### src/rtl/spi_flag_pkg.sv
package spi_flag_pkg;
  localparam int unsigned REG_AW = 2;

  typedef enum logic [REG_AW-1:0] {
    SEL_CTRL = 2'd0,
    SEL_STAT = 2'd1,
    SEL_DATA = 2'd2
  } reg_sel_e;

  localparam int unsigned CTRL_IEN_BIT = 0;
  localparam int unsigned CTRL_MST_BIT = 1;
endpackage

### src/rtl/spi_shifter.sv
module spi_shifter #(
  parameter int unsigned DATA_W   = 8,
  parameter int unsigned HALF_DIV = 4
) (
  input  logic              clk_i,
  input  logic              rst_ni,
  input  logic              master_i,
  input  logic              start_i,
  input  logic [DATA_W-1:0] tx_i,
  input  logic              miso_i,
  input  logic              sck_i,
  input  logic              mosi_i,
  input  logic              ss_ni,
  output logic              sck_o,
  output logic              sdo_o,
  output logic              busy_o,
  output logic              done_o,
  output logic [DATA_W-1:0] shreg_o
);
  localparam int unsigned CNT_W = $clog2(DATA_W);
  localparam int unsigned DIV_W = $clog2(HALF_DIV);

  logic [DATA_W-1:0] shreg_q;
  logic [CNT_W-1:0]  cnt_q;
  logic [DIV_W-1:0]  div_q;
  logic              sck_m_q, busy_m_q, done_q, rx_bit_q, sck_s_q;
  logic              slv_rise, slv_fall;

  assign slv_rise = !ss_ni &&  sck_i && !sck_s_q;
  assign slv_fall = !ss_ni && !sck_i &&  sck_s_q;

  always_ff @(posedge clk_i or negedge rst_ni) begin
    if (!rst_ni) begin
      shreg_q  <= '0;
      cnt_q    <= '0;
      div_q    <= '0;
      sck_m_q  <= 1'b0;
      busy_m_q <= 1'b0;
      done_q   <= 1'b0;
      rx_bit_q <= 1'b0;
      sck_s_q  <= 1'b0;
    end else begin
      done_q  <= 1'b0;
      sck_s_q <= sck_i;
      if (master_i) begin
        if (start_i) begin
          shreg_q  <= tx_i;
          busy_m_q <= 1'b1;
          cnt_q    <= '0;
          div_q    <= '0;
          sck_m_q  <= 1'b0;
        end else if (busy_m_q) begin
          if (div_q == DIV_W'(HALF_DIV-1)) begin
            div_q   <= '0;
            sck_m_q <= ~sck_m_q;
            if (!sck_m_q) begin
              rx_bit_q <= miso_i;
            end else begin
              shreg_q <= {shreg_q[DATA_W-2:0], rx_bit_q};
              cnt_q   <= cnt_q + 1'b1;
              if (cnt_q == CNT_W'(DATA_W-1)) begin
                busy_m_q <= 1'b0;
                done_q   <= 1'b1;
              end
            end
          end else begin
            div_q <= div_q + 1'b1;
          end
        end
      end else begin
        if (start_i) shreg_q <= tx_i;
        if (ss_ni) begin
          cnt_q <= '0;
        end else if (slv_rise) begin
          rx_bit_q <= mosi_i;
        end else if (slv_fall) begin
          shreg_q <= {shreg_q[DATA_W-2:0], rx_bit_q};
          cnt_q   <= cnt_q + 1'b1;
          if (cnt_q == CNT_W'(DATA_W-1)) done_q <= 1'b1;
        end
      end
    end
  end

  assign sck_o   = sck_m_q;
  assign sdo_o   = shreg_q[DATA_W-1];
  assign busy_o  = master_i ? busy_m_q : !ss_ni;
  assign done_o  = done_q;
  assign shreg_o = shreg_q;

  assert_done_pulse_R3: assert property (@(posedge clk_i) disable iff (!rst_ni)
    done_q |=> !done_q);
  assert_sck_idle_low_R6: assert property (@(posedge clk_i) disable iff (!rst_ni)
    $fell(busy_m_q) |-> !sck_m_q);
endmodule

### src/rtl/spi_flags.sv
module spi_flags #(
  parameter int unsigned DATA_W = 8
) (
  input  logic              clk_i,
  input  logic              rst_ni,
  input  logic              master_i,
  input  logic              busy_i,
  input  logic              done_i,
  input  logic [DATA_W-1:0] shreg_i,
  input  logic              stat_rd_i,
  input  logic              data_rd_i,
  input  logic              data_wr_i,
  output logic              cmpl_o,
  output logic              coll_o,
  output logic              load_o,
  output logic [DATA_W-1:0] rxbuf_o
);
  logic              cmpl_q, cmpl_arm_q, coll_q, coll_arm_q;
  logic [DATA_W-1:0] rxbuf_q;
  logic              cmpl_clr, coll_clr, coll_set, wr_block;

  assign cmpl_clr = cmpl_arm_q && (data_rd_i || data_wr_i);
  assign coll_clr = coll_arm_q && (data_rd_i || (data_wr_i && cmpl_q));
  assign coll_set = data_wr_i && busy_i;
  assign wr_block = master_i && cmpl_q && !cmpl_arm_q;
  assign load_o   = data_wr_i && !busy_i && !wr_block;

  always_ff @(posedge clk_i or negedge rst_ni) begin
    if (!rst_ni) begin
      cmpl_q     <= 1'b0;
      cmpl_arm_q <= 1'b0;
      rxbuf_q    <= '0;
    end else if (done_i) begin
      cmpl_q     <= 1'b1;
      cmpl_arm_q <= 1'b0;
      if (!cmpl_q || cmpl_clr) rxbuf_q <= shreg_i;
    end else if (cmpl_clr) begin
      cmpl_q     <= 1'b0;
      cmpl_arm_q <= 1'b0;
    end else if (stat_rd_i && cmpl_q) begin
      cmpl_arm_q <= 1'b1;
    end
  end

  always_ff @(posedge clk_i or negedge rst_ni) begin
    if (!rst_ni) begin
      coll_q     <= 1'b0;
      coll_arm_q <= 1'b0;
    end else if (coll_set) begin
      coll_q     <= 1'b1;
      coll_arm_q <= 1'b0;
    end else if (coll_clr) begin
      coll_q     <= 1'b0;
      coll_arm_q <= 1'b0;
    end else if (stat_rd_i && coll_q) begin
      coll_arm_q <= 1'b1;
    end
  end

  assign cmpl_o  = cmpl_q;
  assign coll_o  = coll_q;
  assign rxbuf_o = rxbuf_q;

  assert_cmpl_set_R3: assert property (@(posedge clk_i) disable iff (!rst_ni)
    done_i |=> cmpl_q);
  assert_cmpl_clear_R5: assert property (@(posedge clk_i) disable iff (!rst_ni)
    $fell(cmpl_q) |-> $past(cmpl_arm_q && (data_rd_i || data_wr_i)));
  assert_buf_hold_R11: assert property (@(posedge clk_i) disable iff (!rst_ni)
    (done_i && cmpl_q && !cmpl_clr) |=> $stable(rxbuf_q));
endmodule

### src/rtl/spi_flag_unit.sv
module spi_flag_unit
  import spi_flag_pkg::*;
#(
  parameter int unsigned DATA_W   = 8,
  parameter int unsigned HALF_DIV = 4
) (
  input  logic              clk_i,
  input  logic              rst_ni,
  input  logic [REG_AW-1:0] addr_i,
  input  logic              rd_i,
  input  logic              wr_i,
  input  logic [DATA_W-1:0] wdata_i,
  output logic [DATA_W-1:0] rdata_o,
  output logic              sck_o,
  output logic              mosi_o,
  input  logic              miso_i,
  input  logic              sck_i,
  input  logic              mosi_i,
  input  logic              ss_ni,
  output logic              miso_o,
  output logic              irq_o
);
  logic              ien_q, mst_q;
  logic              stat_rd, data_rd, data_wr, load;
  logic              busy, done, cmpl, coll, sdo;
  logic [DATA_W-1:0] shreg, rxbuf, stat_w;

  assign stat_rd = rd_i && (addr_i == SEL_STAT);
  assign data_rd = rd_i && (addr_i == SEL_DATA);
  assign data_wr = wr_i && (addr_i == SEL_DATA);

  always_ff @(posedge clk_i or negedge rst_ni) begin
    if (!rst_ni) begin
      ien_q <= 1'b0;
      mst_q <= 1'b0;
    end else if (wr_i && addr_i == SEL_CTRL) begin
      ien_q <= wdata_i[CTRL_IEN_BIT];
      mst_q <= wdata_i[CTRL_MST_BIT];
    end
  end

  spi_shifter #(.DATA_W(DATA_W), .HALF_DIV(HALF_DIV)) i_shifter (
    .clk_i, .rst_ni,
    .master_i (mst_q),
    .start_i  (load),
    .tx_i     (wdata_i),
    .miso_i, .sck_i, .mosi_i, .ss_ni,
    .sck_o,
    .sdo_o    (sdo),
    .busy_o   (busy),
    .done_o   (done),
    .shreg_o  (shreg)
  );

  spi_flags #(.DATA_W(DATA_W)) i_flags (
    .clk_i, .rst_ni,
    .master_i  (mst_q),
    .busy_i    (busy),
    .done_i    (done),
    .shreg_i   (shreg),
    .stat_rd_i (stat_rd),
    .data_rd_i (data_rd),
    .data_wr_i (data_wr),
    .cmpl_o    (cmpl),
    .coll_o    (coll),
    .load_o    (load),
    .rxbuf_o   (rxbuf)
  );

  // mode-fault bit (DATA_W-4) reserved, reads 0
  always_comb begin
    stat_w           = '0;
    stat_w[DATA_W-1] = cmpl;
    stat_w[DATA_W-2] = coll;
  end

  always_comb begin
    rdata_o = '0;
    case (addr_i)
      SEL_CTRL: begin
        rdata_o[CTRL_IEN_BIT] = ien_q;
        rdata_o[CTRL_MST_BIT] = mst_q;
      end
      SEL_STAT: rdata_o = stat_w;
      SEL_DATA: rdata_o = rxbuf;
      default:  rdata_o = '0;
    endcase
  end

  assign mosi_o = sdo;
  assign miso_o = sdo;
  assign irq_o  = cmpl && ien_q;

  assert_coll_on_busy_wr_R8: assert property (@(posedge clk_i) disable iff (!rst_ni)
    (data_wr && busy) |=> coll);
  assert_busy_wr_no_start_R8: assert property (@(posedge clk_i) disable iff (!rst_ni)
    (data_wr && busy && mst_q) |=> busy);
endmodule

### config.mk
export PLATFORM = sky130hd
export DESIGN_NAME = spi_flag_unit
export DESIGN_NICKNAME = d
export VERILOG_FILES = /design/src/rtl/spi_flag_pkg.sv /design/src/rtl/spi_shifter.sv /design/src/rtl/spi_flags.sv /design/src/rtl/spi_flag_unit.sv
export SDC_FILE = /design/constraint.sdc
export NUM_CORES = 1
export LEC_CHECK = 0
export BUFFER_PORTS_ARGS = -buffer_cell sky130_fd_sc_hd__buf_2
export CORE_ASPECT_RATIO = 1.2
export CORE_MARGIN = 2
export CORE_UTILIZATION = 61
export CTS_CLUSTER_DIAMETER = 100
export DETAILED_ROUTE_END_ITERATION = 8
export PLACE_DENSITY = 0.94
export SYNTH_ARGS = -nofsm -noshare
export SYNTH_HDL_FRONTEND = slang
export SYNTH_SLANG_ARGS = --single-unit
### constraint.sdc
create_clock -name clk_i -period 3.8 [get_ports clk_i]
set_input_delay 0 -clock clk_i [delete_from_list [all_inputs] [get_ports clk_i]]
set_output_delay 0 -clock clk_i [all_outputs]
set_load 0.02 [all_outputs]
After elaboration in Yosys (flattened, before gate mapping)
Index checks and enable logic that the tools add are counted.
{"block": "totals", "reg_bits": 32, "inputBits": 18}
{"block": "classes", "bitwise_logic": 1, "n_mux": 57, "n_eq_ne": 13, "addsub": 2, "reduce_logical": 44}
{"operator": "two-way mux 8 bit", "n": 9}
{"operator": "two-way mux 1 bit", "n": 35}
{"operator": "two-way mux 3 bit", "n": 8}
{"operator": "logical AND 1 bit", "n": 19}
{"operator": "one-hot mux 6 bit (2 select lines)", "n": 1}
{"operator": "nonzero test 2 bit", "n": 5}
{"operator": "inequality test 3 x 1 -> 1 bit (second input constant)", "n": 3}
{"operator": "nonzero test 3 bit", "n": 3}
{"operator": "zero test 1 bit", "n": 7}
{"operator": "two-way mux 2 bit", "n": 3}
{"operator": "inequality test 2 x 1 -> 1 bit (second input constant)", "n": 3}
{"operator": "AND reduction 3 bit", "n": 2}
{"operator": "AND reduction 6 bit", "n": 1}
{"operator": "AND reduction 5 bit", "n": 1}
{"operator": "equality test 2 bit (second input constant)", "n": 2}
{"operator": "inequality test 2 bit (second input constant)", "n": 2}
{"operator": "one-hot mux 2 bit (2 select lines)", "n": 1}
{"operator": "AND reduction 2 bit", "n": 2}
{"operator": "adder 3 x 1 -> 3 bit (second input constant)", "n": 1}
{"operator": "equality test 3 bit (second input constant)", "n": 1}
{"operator": "logical OR 1 bit", "n": 3}
{"operator": "inequality test 3 bit (second input constant)", "n": 1}
{"operator": "adder 2 x 1 -> 2 bit (second input constant)", "n": 1}
{"operator": "equality test 2 x 1 -> 1 bit (second input constant)", "n": 1}
{"operator": "other kinds (2)", "n": 2}

Longest topological paths before layout
Gate-level depths: netlist of the first run.
{"block": "logic_depth", "ltp_word": 10, "ltp_mapped": 7}

Modules after synthesis
From an unflattened synthesis of the first run, not the netlist that was laid out.
{"block": "hier_totals", "cells_unflattened": 169, "hier_area_um2": 1849.3}
{"mod": "spi_shifter", "cells_per_inst": 107, "instances": 1, "area_each_um2": 1097.3}
{"mod": "spi_flags", "cells_per_inst": 36, "instances": 1, "area_each_um2": 510.5}
{"mod": "spi_flag_unit", "cells_per_inst": 26, "instances": 1, "area_each_um2": 241.5}

Worst setup path before layout of the first run
OpenSTA, ideal clock, no wires.
{"block": "synth_path", "kind": "register -> register", "startpoint": "reg i_shifter.div_q[0]", "endpoint": "reg i_shifter.shreg_q[2], in the netlist i_shifter.shreg_o[2]", "slack_ns": 2.207, "n_path_buf": 1, "stages_incl_launch_ff": 7, "setup_time_ns": 0.141, "required_time_ns": 3.659, "arrival_time_ns": 1.452, "cell_sequence": "dfrtp_1 -> ha_1 -> and3_1 -> buf_2 -> mux2_1 -> mux2i_1 -> o32ai_1"}
{"block": "synth_via", "elab_chain_len": 3}
{"item": "from (decl)", "line": "spi_shifter.sv:25", "source": "logic [DIV_W-1:0] div_q;"}
{"item": "from (signal assigned)", "line": "spi_shifter.sv:67", "source": "div_q <= div_q + 1'b1;"}
{"item": "equality test 2 bit", "line": "spi_shifter.sv:53", "source": "if (div_q == DIV_W'(HALF_DIV-1)) begin"}
{"item": "inequality test 3 x 1 -> 1 bit (no source line)"}
{"item": "AND reduction 3 bit (no source line)"}
{"item": "to (signal assigned)", "line": "spi_shifter.sv:47", "source": "shreg_q <= tx_i;"}
{"item": "to (signal assigned)", "line": "spi_shifter.sv:59", "source": "shreg_q <= {shreg_q[DATA_W-2:0], rx_bit_q};"}
{"item": "to (signal assigned)", "line": "spi_shifter.sv:71", "source": "if (start_i) shreg_q <= tx_i;"}
{"item": "to (decl)", "line": "spi_shifter.sv:23", "source": "logic [DATA_W-1:0] shreg_q;"}
Every way passes these cells.
A chain may end at the register's enable or synchronous reset.

Worst setup path after layout of the first run
{"block": "layout_path", "startpoint": "reg mst_q", "endpoint": "reg i_shifter.shreg_q[6], in the netlist i_shifter.shreg_o[6]"}
{"block": "layout_via", "elab_chain_len": 9, "elab_cells_between_ends": 17}
{"item": "from (decl)", "line": "spi_flag_unit.sv:23", "source": "logic ien_q, mst_q;"}
{"item": "from (signal assigned)", "line": "spi_flag_unit.sv:38", "source": "mst_q <= wdata_i[CTRL_MST_BIT];"}
{"item": "two-way mux 1 bit / logical AND 1 bit (equally long branches)", "line": "spi_shifter.sv:87, spi_flags.sv:25"}
{"item": "zero test 1 bit / logical AND 1 bit (equally long branches)", "line": "spi_flags.sv:26, spi_flags.sv:25"}
{"item": "logical AND 1 bit / zero test 1 bit (equally long branches)", "line": "spi_flags.sv:26", "source": "assign load_o = data_wr_i && !busy_i && !wr_block;"}
{"item": "logical AND 1 bit", "line": "spi_flags.sv:26"}
{"item": "two-way mux 8 bit", "line": "spi_shifter.sv:71"}
{"item": "two-way mux 8 bit", "line": "spi_shifter.sv:76", "source": "end else if (slv_fall) begin"}
{"item": "two-way mux 8 bit", "line": "spi_shifter.sv:74", "source": "end else if (slv_rise) begin"}
{"item": "two-way mux 8 bit", "line": "spi_shifter.sv:72", "source": "if (ss_ni) begin"}
{"item": "two-way mux 8 bit", "line": "spi_shifter.sv:45", "source": "if (master_i) begin"}
{"item": "to (signal assigned)", "line": "spi_shifter.sv:47"}
{"item": "to (signal assigned)", "line": "spi_shifter.sv:71"}
{"item": "to (signal assigned)", "line": "spi_shifter.sv:77", "source": "shreg_q <= {shreg_q[DATA_W-2:0], rx_bit_q};"}
Parallel ways exist; a longest one is shown, timed or not.

==> results.cfg, run 1 <==
[grt]
grt_util_all_layers_pct = 26.7
grt_start_max_net_pins = 33
grt_overflow = 0
antenna_found_initial = 0
grt_pass1_wl_mm = 7.61
first_global_vias = 1609

[timing]
slew_viol_final = 0
final.period_utilization_pct = 59.7
fmax_mhz = 441
final_hold_viol_count = 0
fin_skew_ps = 7.22
setup_viol = 0
tightest_slew_ps = 995
relSlewSlack_pct = 33.4
setup_tns_ps = 0
whs_ps = 18.5
rsz0062_at_grt = false
min_period_ps = 2270

[clock_network]
clk_latency_ps = 350
cts_max_level = 2
root_buffer = clkbuf_4
ctsResizeCount = 0
cts_post_setup_buffers_inserted = 0
clock_sink_count = 32
cts_buffers = 5
clockBufferDepth = 2
path_clk_slew_ps = 100
cts_tree = built

[final_layout]
nNetsFinal = 246
area_delta_synth_final_pct = 16.4
final_cells = 259
regArea_um2 = 801
multi_input_area_um2 = 1100
diodes = 0
finalInstanceArea_um2 = 2310
final_cell_mix = dfrtp_1 (32), buf_2 (29), mux2_1 (14), nor3_1 (14)
fillers = 228
drive_above_1_share_pct = 23.3
final_common_cell = dfrtp_1

[drt]
drtPass1Iterations = 6
finalWirelength_mm = 4.38
first_iter_violations = 87
postRouteAntennaNets = 0
vias_per_cell = 6.40
drt-wirelength-per-cell_um = 16.9
drc = 0
num_vias = 1658

[critical_path]
r2r_start = mst_q
cp-end-kind = flop
critPathLaunch = mst_q
criticalPathCategory = flop to flop
worstPathMaxFanout = 21
crit_path_start_kind = flop
critPathRequiredTime_ps = 4040
critPathArrivalTime_ps = 2510

[floorplan]
initial_core_util_pct = 64.3
die_y_um = 66.5
core_area_um2 = 3080
dieWidth_um = 56.1
dieArea_um2 = 3730
ios = 30
row_count = 22

[placement]
place_inst = 240
place_area_um2 = 2100
port_buffers = 29
gp_congestion = 0.797
dp_hpwl_mm = 2.93

[logic_synthesis]
synth-seq-cells = 32
synthArstFlopShare_pct = 100
syn_area_um2 = 1980
syn-num-nets = 209
syn_area_per_cell_um2 = 10.7
synth_edf_count = 0
synth.yosys.seq_area_share_pct = 40.4
synth.distinct_cells = 51
syn_inst = 185
ys_warn_count = 0
ys.flop_type = dfrtp_1

[min_path]
hp-start = rd_i
hold_path.class = input pin to flop

[flow_run]
maxCapViolCount = 0

[pwr]
p_leak_nw = 1.11
vdd_drop_max_uv = 454
powerDensity_nw_per_um2 = 518
finalPower_mw = 1.19

[status]
status = complete, no violations
## layer usage
metal	vias to the layer above	GRT usage (%)	routed length (µm)
met5	-	0	0
met4	0	8.93	60
met2	71	42.6	2090
li1	779	-	-
met3	9	5.83	283
met1	799	36.4	1950
## flip-flops by register name, summed over array words and instances, names as in the netlist, 2 cells and up
register	flops
i_shifter.div_q	2
i_shifter.cnt_q	3
i_flags.rxbuf_o	8
i_shifter.shreg_o	8
## power breakdown
group / switching [mW] / total, mW / internal [mW]
Sequential: 0.107 / 0.528 / 0.421
Clock: 0.119 / 0.293 / 0.175
Combinational: 0.183 / 0.374 / 0.191
Total: 0.409 / 1.19 / 0.786
## cells in the mapped netlist, drive strengths merged (5+ instances only)
cell type / instances / area share, %
nand3: 5 / 1.3
nor3: 14 / 3.5
o32ai: 7 / 3.5
nand2: 8 / 1.6
dfrtp: 32 / 40
mux2: 17 / 9.8
mux2i: 7 / 3.5
nor2: 5 / 0.95
buf: 7 / 3.0
nor2b: 5 / 2.1
ha: 6 / 3.8
o21ai: 16 / 4.2
and2: 8 / 2.5
## path summary, 6_finish.rpt
kind,cells after the start,end,slack (ps)
worst max-delay path,4,i_shifter.shreg_o[6],1530
worst min-delay path,3,i_flags.coll_arm_q,20
worst max register to register,4,i_shifter.shreg_o[6],1530
worst min register to register,1,i_flags.cmpl_arm_q,440
max in group asynchronous,2,i_flags.cmpl_o,3130
min in group asynchronous,2,i_shifter.shreg_o[7],220
## cells by family (layout without fill, tap and decap cells)
group,count (synthesis),in the layout,share of synthesized area (%)
simple gates,57,57,16.7
compound gates,52,52,21.5
flops,32,32,40.4
mux,24,24,13.4
buf+inv,14,52,4.29
fa+ha+maj,6,6,3.79
## critical path, cell delays in order (launching register included)
cell,delay (ps)
dfrtp_1,790
inv_1,460
o221ai_2,490
nor3_1,100
o32ai_1,320
## repair_timing
| item | 4_1_cts | 5_1_grt |
|---|---|---|
| hold buffers | 11 | 0 |
| setup endpoints to repair | 0 | 0 |
| hold endpoints to repair | 42 | 0 |
## area by class of cell
cell class	instances	area share, %
clock inverter	1	1.30
multi-input combinational	139	47.5
timing repair buffer	40	11.1
sequential	32	34.7
tap	36	1.95
clock buffer	7	2.82
inverter	4	0.650
## through the flow
step	util, %	setup WS (ps)
floorplan	-	2210
global placement	68.2	1740
detailed placement	68.2	1670
CTS	74.9	1590
global route	74.9	1300
finish	74.9	1530
No activity file was read; power rests on OpenSTA's default activity.
==> run 2: changes to the inputs <==
--- a/config.mk
+++ b/config.mk
@@ -5,13 +5,14 @@
 export SDC_FILE = /design/constraint.sdc
 export NUM_CORES = 1
 export LEC_CHECK = 0
+export ABC_AREA = 1
 export BUFFER_PORTS_ARGS = -buffer_cell sky130_fd_sc_hd__buf_2
 export CORE_ASPECT_RATIO = 1.2
 export CORE_MARGIN = 2
-export CORE_UTILIZATION = 61
+export CORE_UTILIZATION = 57
 export CTS_CLUSTER_DIAMETER = 100
 export DETAILED_ROUTE_END_ITERATION = 8
-export PLACE_DENSITY = 0.94
+export PLACE_DENSITY = 0.89
 export SYNTH_ARGS = -nofsm -noshare
 export SYNTH_HDL_FRONTEND = slang
 export SYNTH_SLANG_ARGS = --single-unit
==> constraint.sdc (replaced) <==
create_clock -name clk_i -period 2.1 [get_ports clk_i]
set_input_delay 0 -clock clk_i [delete_from_list [all_inputs] [get_ports clk_i]]
set_output_delay 0 -clock clk_i [all_outputs]
set_load 0.02 [all_outputs]
==> run 2 against run 1 <==
Clock skew shrank 2.9 ps. Setup slack worse by 1100 ps. Sequential power grew 78%. Clock power grew 65%. Clock-buffer cell count is 1 lower. Via count increased by 10%. Sequential share of layout area barely moved. Non-clock buffer count shrank 6. Hold slack worse by 3.2 ps. Highest routed layer unchanged.
==> results.cfg, run 2 <==
[status]
status = complete, no violations

[grt]
grt_start_max_net_pins = 33
antenna_found_initial = 0
first_global_vias = 1844
grt_pass1_wl_mm = 7.88
grt_overflow = 0
grt_util_all_layers_pct = 24.7

[logic_synthesis]
yosys-top-cells-area = dfrtp_1 (39%), nand2_1 (19%), inv_1 (6.8%)
synthArstFlopShare_pct = 100
ys.flop_type = dfrtp_1
syn_area_um2 = 2040
synth_common_cells = nand2_1 (101), inv_1 (37), dfrtp_1 (32), nand3_1 (25), o21ai_0 (11)
synth_area_leader_cell = dfrtp_1
ys_warn_count = 0
synth.yosys.seq_area_share_pct = 39.3
syn_inst = 272
synth_top_area_share_pct = 39.3
synth.distinct_cells = 29
synth_edf_count = 0
syn_area_per_cell_um2 = 7.48
synth-seq-cells = 32
syn-num-nets = 296
synth.most_common_cell = nand2_1

[timing]
rsz0062_at_grt = false
final.period_utilization_pct = 80.8
fmax_mhz = 589
relSlewSlack_pct = 53.0
tightest_slew_ps = 705
setup_tns_ps = 0
setup_viol = 0
slew_viol_final = 0
fin_skew_ps = 4.28
min_period_ps = 1700
final_hold_viol_count = 0
whs_ps = 15.3

[floorplan]
initial_core_util_pct = 60.5
die_y_um = 69.5
row_count = 23
dieArea_um2 = 4070
dieWidth_um = 58.6
core_area_um2 = 3370
ios = 30

[final_layout]
final_cells = 344
drive_above_1_share_pct = 21.2
nNetsFinal = 330
regArea_um2 = 801
final_common_cell = nand2_1
post-route-util_pct = 68.5
diodes = 0
area_delta_synth_final_pct = 13.3
final_cell_mix = nand2_1 (101), inv_1 (37), dfrtp_1 (32)
multi_input_area_um2 = 1010
fillers = 285

[critical_path]
path_cells = inv_6 > nand2_8 > nand2_8 > inv_6 > nand2_4 > nand3_2 > inv_1 > nand2_1 > nand2_1 > inv_1
r2r_slack_ps = 400
worstPathMaxFanout = 11
criticalPathCategory = flop to flop
crit_path_start_kind = flop
cp-end-kind = flop
crit_family = simple AND/OR/NAND/NOR gates
crit_slowest_cell = dfrtp_1
reg2reg_to = i_shifter.shreg_o[1]
cpPeakStageDelay_ps = 500
crit_buf_inv = 4
r2r_start = mst_q
critPathArrivalTime_ps = 1870
reg2regPathDepth = 10
critPathRequiredTime_ps = 2280

[clock_network]
cts_buffers = 5
path_clk_slew_ps = 70
clock_sink_count = 32
clockBufferDepth = 2
cts_tree = built
cts_max_level = 2
root_buffer = clkbuf_8
ctsResizeCount = 0
clk_latency_ps = 280

[min_path]
hold_depth = 2
hold_path.class = input pin to flop
whs_endpoint = ien_q
hp-start = wdata_i[0]

[drt]
first_iter_violations = 117
drt-wirelength-per-cell_um = 12.7
drtPass1Iterations = 4
postRouteAntennaNets = 0
num_vias = 1830
finalWirelength_mm = 4.36
drc = 0
vias_per_cell = 5.32

[flow_run]
maxCapViolCount = 0

[pwr]
vdd_drop_max_uv = 652
p_leak_nw = 1.35
powerDensity_nw_per_um2 = 1000

[placement]
port_buffers = 29
dp_hpwl_mm = 3.27
gp_congestion = 0.877
place_inst = 333
[run 2: changes by cell type in the layout (fill, tap and decap cells not counted), moves of 7 or more]
cell	delta
o21ai_2	+7
nor3_1	-14
mux2_1	-14
inv_1	+33
and2_1	-8
nand3_1	+20
nand2_1	+94
dlygate4sd3_1	-8
[run 2: area by class of cell]
cell class              instances  share of cell area, %
clock inverters                 2                  0.434
flip-flops and latches         32                   34.7
well taps                      37                   2.01
multi-input cells             192                   43.9
inverters                      41                   7.11
repair buffers                 34                   8.25
clock buffers                   6                   3.58
[run 2: how the worst max path moves through the flow]
stage	from	endpoint	slack, ps	cells after the start
2_1_floorplan	mst_q	i_shifter.shreg_o[1]	760	12
3_3_place_gp	mst_q	i_shifter.shreg_o[1]	500	10
3_5_place_dp	mst_q	i_shifter.shreg_o[1]	440	10
4_1_cts	mst_q	i_shifter.shreg_o[1]	410	10
5_1_grt	mst_q	i_shifter.shreg_o[1]	240	10
6_report	mst_q	i_shifter.shreg_o[1]	400	10
[run 2: metal layers]
| metal | part of all wire (%) | wire [µm] | vias to the layer above | global-route usage, % |
|---|---|---|---|---|
| met4 | 1.8 | 80 | 0 | 10.1 |
| met1 | 44 | 1940 | 850 | 32.0 |
| met2 | 49 | 2130 | 51 | 39.2 |
| met3 | 5.0 | 219 | 9 | 5.60 |
| li1 | - | - | 920 | - |
| met5 | 0 | 0 | - | 0 |
[run 2: power by group]
part | internal (mW) | total (mW) | switching, mW
sequential | 0.779 | 0.938 | 0.158
clock | 0.261 | 0.482 | 0.221
combinational | 0.324 | 0.886 | 0.562
[run 2: cell families (layout without fill, tap and decap cells)]
group | Yosys count | in the layout | share of synthesized area, %
flops | 32 | 32 | 39.3
simple gates | 150 | 150 | 33.7
buf+inv | 48 | 83 | 10.9
fa+ha+maj | 6 | 6 | 3.69
compound gates | 34 | 34 | 11.2
mux | 2 | 2 | 1.04
[run 2: what timing repair did]
| item | CTS | global route |
|---|---|---|
| setup buffers | 0 | 0 |
| hold buffers | 3 | 0 |
| endpoints found under the hold margin | 34 | 0 |
[run 2: metrics by stage]
stage / total power [mW] / setup WS (ps) / cell area, µm²
2_1_floorplan: 1.61 / 762 / 2040
3_3_place_gp: 1.78 / 496 / 2180
3_5_place_dp: 1.82 / 435 / 2180
4_1_cts: 2.31 / 408 / 2310
5_1_grt: 2.51 / 236 / 2310
6_report: 2.31 / 403 / 2310
==> run 3: changes to the inputs <==
--- a/config.mk
+++ b/config.mk
@@ -9,10 +9,10 @@
 export BUFFER_PORTS_ARGS = -buffer_cell sky130_fd_sc_hd__buf_2
 export CORE_ASPECT_RATIO = 1.2
 export CORE_MARGIN = 2
-export CORE_UTILIZATION = 57
+export CORE_UTILIZATION = 51
 export CTS_CLUSTER_DIAMETER = 100
 export DETAILED_ROUTE_END_ITERATION = 8
-export PLACE_DENSITY = 0.89
+export PLACE_DENSITY = 0.84
 export SYNTH_ARGS = -nofsm -noshare
 export SYNTH_HDL_FRONTEND = slang
 export SYNTH_SLANG_ARGS = --single-unit
==> constraint.sdc (replaced) <==
create_clock -name clk_i -period 1.4 [get_ports clk_i]
set_input_delay 0 -clock clk_i [delete_from_list [all_inputs] [get_ports clk_i]]
set_output_delay 0 -clock clk_i [all_outputs]
set_load 0.02 [all_outputs]
==> run 3 against run 2 <==
The run now ends with setup timing left. Utilization is 2.7 points lower. Largest power group is now combinational cells. Sequential share of layout area is 3.3 points lower. Critical endpoint is now i_shifter.shreg_o[3]. Global-route usage is 2.0 points lower. Die area is 11% higher. Critical path type unchanged. Non-clock buffer count is 17 higher. Register-to-register slack worse by 450 ps. First-iteration DRC count is 12% lower. Setup slack worse by 450 ps. Total power is 61% higher.
==> results.cfg, run 3 (synthesized netlist as in run 2, its figures left out) <==
[pwr]
p_leak_nw = 1.45
vdd_drop_max_uv = 1050
finalPower_mw = 3.72
powerDensity_nw_per_um2 = 1460

[placement]
dp_hpwl_mm = 3.42
port_buffers = 29
pre_cts_slack_ps = -42.3
place_area_um2 = 2330
gp_congestion = 0.924

[floorplan]
initial_core_util_pct = 52.5
dieArea_um2 = 4520
dieWidth_um = 61.7
row_count = 25
ios = 30
core_area_um2 = 3880
die_y_um = 73.2

[final_layout]
finalInstanceArea_um2 = 2550
nNetsFinal = 348
final_common_cell = nand2_1
area_delta_synth_final_pct = 25.3
fillers = 341
diodes = 0
drive_above_1_share_pct = 30.2
final_cell_mix = nand2_1 (99), inv_1 (35), dfrtp_1 (32)

[critical_path]
critPathArrivalTime_ps = 1620
crit_slowest_cell = dfrtp_1
cp-end-kind = flop
crit_buf_inv = 4
critPathRequiredTime_ps = 1580
worstPathMaxFanout = 7
path_cells = buf_6 > nand2_4 > nand2_8 > inv_8 > nand2_4 > nand3_4 > inv_1 > buf_4 > nand2_1 > nand2_1
cpPeakStageDelay_ps = 400
crit_family = simple AND/OR/NAND/NOR gates
crit_path_start_kind = flop
criticalPathCategory = flop to flop

[timing]
fmax_mhz = 692
final.period_utilization_pct = 103
worst_slack_ps = -44.4
rsz0062_at_grt = true
tightest_slew_ps = 715
final_hold_viol_count = 0
setup_viol = 7
relSlewSlack_pct = 52.3
min_period_ps = 1440
fin_skew_ps = 5.26
slew_viol_final = 0

[clock_network]
path_clk_slew_ps = 60
cts_tree = built
cts_max_level = 2
cts_buffers = 5
clock_sink_count = 32
clk_latency_ps = 290
root_buffer = clkbuf_8
clockBufferDepth = 2

[flow_run]
maxCapViolCount = 0

[grt]
grt_start_max_net_pins = 33
grt_overflow = 0
grt_util_all_layers_pct = 22.7
first_global_vias = 1660
grt_pass1_wl_mm = 7.38
antenna_found_initial = 0

[drt]
num_vias = 1891
drtPass1Iterations = 4
drc = 0
finalWirelength_mm = 4.64
drt-wirelength-per-cell_um = 12.2
postRouteAntennaNets = 0
first_iter_violations = 103
vias_per_cell = 4.99

[status]
violations = setup timing
status = complete, but fails checks

[min_path]
hold_path.class = input pin to flop
[run 3: changes by cell type in the layout (fill, tap and decap cells not counted), sizes merged]
cell         before  now
dlygate4sd3       3    2
clkinv            2    0
buf              31   49
nand2           109  110
clkbuf            6    8
[run 3: power by group]
group          internal, mW  switching (mW)
Clock                 0.400           0.327
Sequential             1.17           0.203
Combinational         0.670           0.945
Total                  2.24            1.48
[run 3: path summary, 6_finish.rpt]
| path | slack (ps) | to | cells after the start | from |
|---|---|---|---|---|
| worst max-delay path | -40 | i_shifter.shreg_o[3] | 10 | mst_q |
| worst min-delay path | 20 | mst_q | 3 | wdata_i[1] |
| worst max register to register | -40 | i_shifter.shreg_o[3] | 10 | mst_q |
| worst min register to register | 480 | i_shifter.cnt_q[1] | 2 | i_shifter.cnt_q[1] |
| max in group asynchronous | 630 | i_shifter.cnt_q[1] | 2 | rst_ni |
| min in group asynchronous | 310 | i_shifter.sck_s_q | 2 | rst_ni |
[run 3: routing by layer]
layer	track usage [%]	part of all wire (%)	vias to the layer above
met3	6.56	4.9	9
met1	28.4	43	859
li1	-	-	958
met4	10.6	2.6	0
met2	35.3	50	65
met5	0	0	-
[run 3: layout make-up]
class / count / area (µm²) / area share [%]
flip-flops and latches: 32 / 801 / 31.4
multi-input cells: 193 / 1100 / 43.1
clock buffers: 8 / 90.1 / 3.53
inverters: 41 / 166 / 6.52
well taps: 54 / 67.6 / 2.65
repair buffers: 51 / 327 / 12.8
[run 3: stage by stage]
| step | util, % | setup TNS, ps | cells | hold slack, ps |
|---|---|---|---|---|
| 6_report | 65.8 | -194 | 379 | 15.4 |
| 5_1_grt | 65.8 | -824 | 379 | 10.9 |
| 4_1_cts | 63.5 | -2.66 | 377 | 3.92 |
| 3_5_place_dp | 60.1 | -158 | 367 | 89.9 |
| 3_3_place_gp | 60.1 | 0 | 367 | 80.6 |
| 2_1_floorplan | - | 0 | 272 | -296 |
[run 3: timing repair]
item	4_1_cts	5_1_grt
cloned	0	1
endpoints found under the setup margin	9	14
endpoints found under the hold margin	33	0
buffers inserted	0	1
pin swaps	0	4
hold buffers	2	0
resized for setup	4	20
[run 3: tightest hold or removal path, cell delays in order]
cell     delay, ps
buf_2          120
nor2_1         100
a21oi_1         50
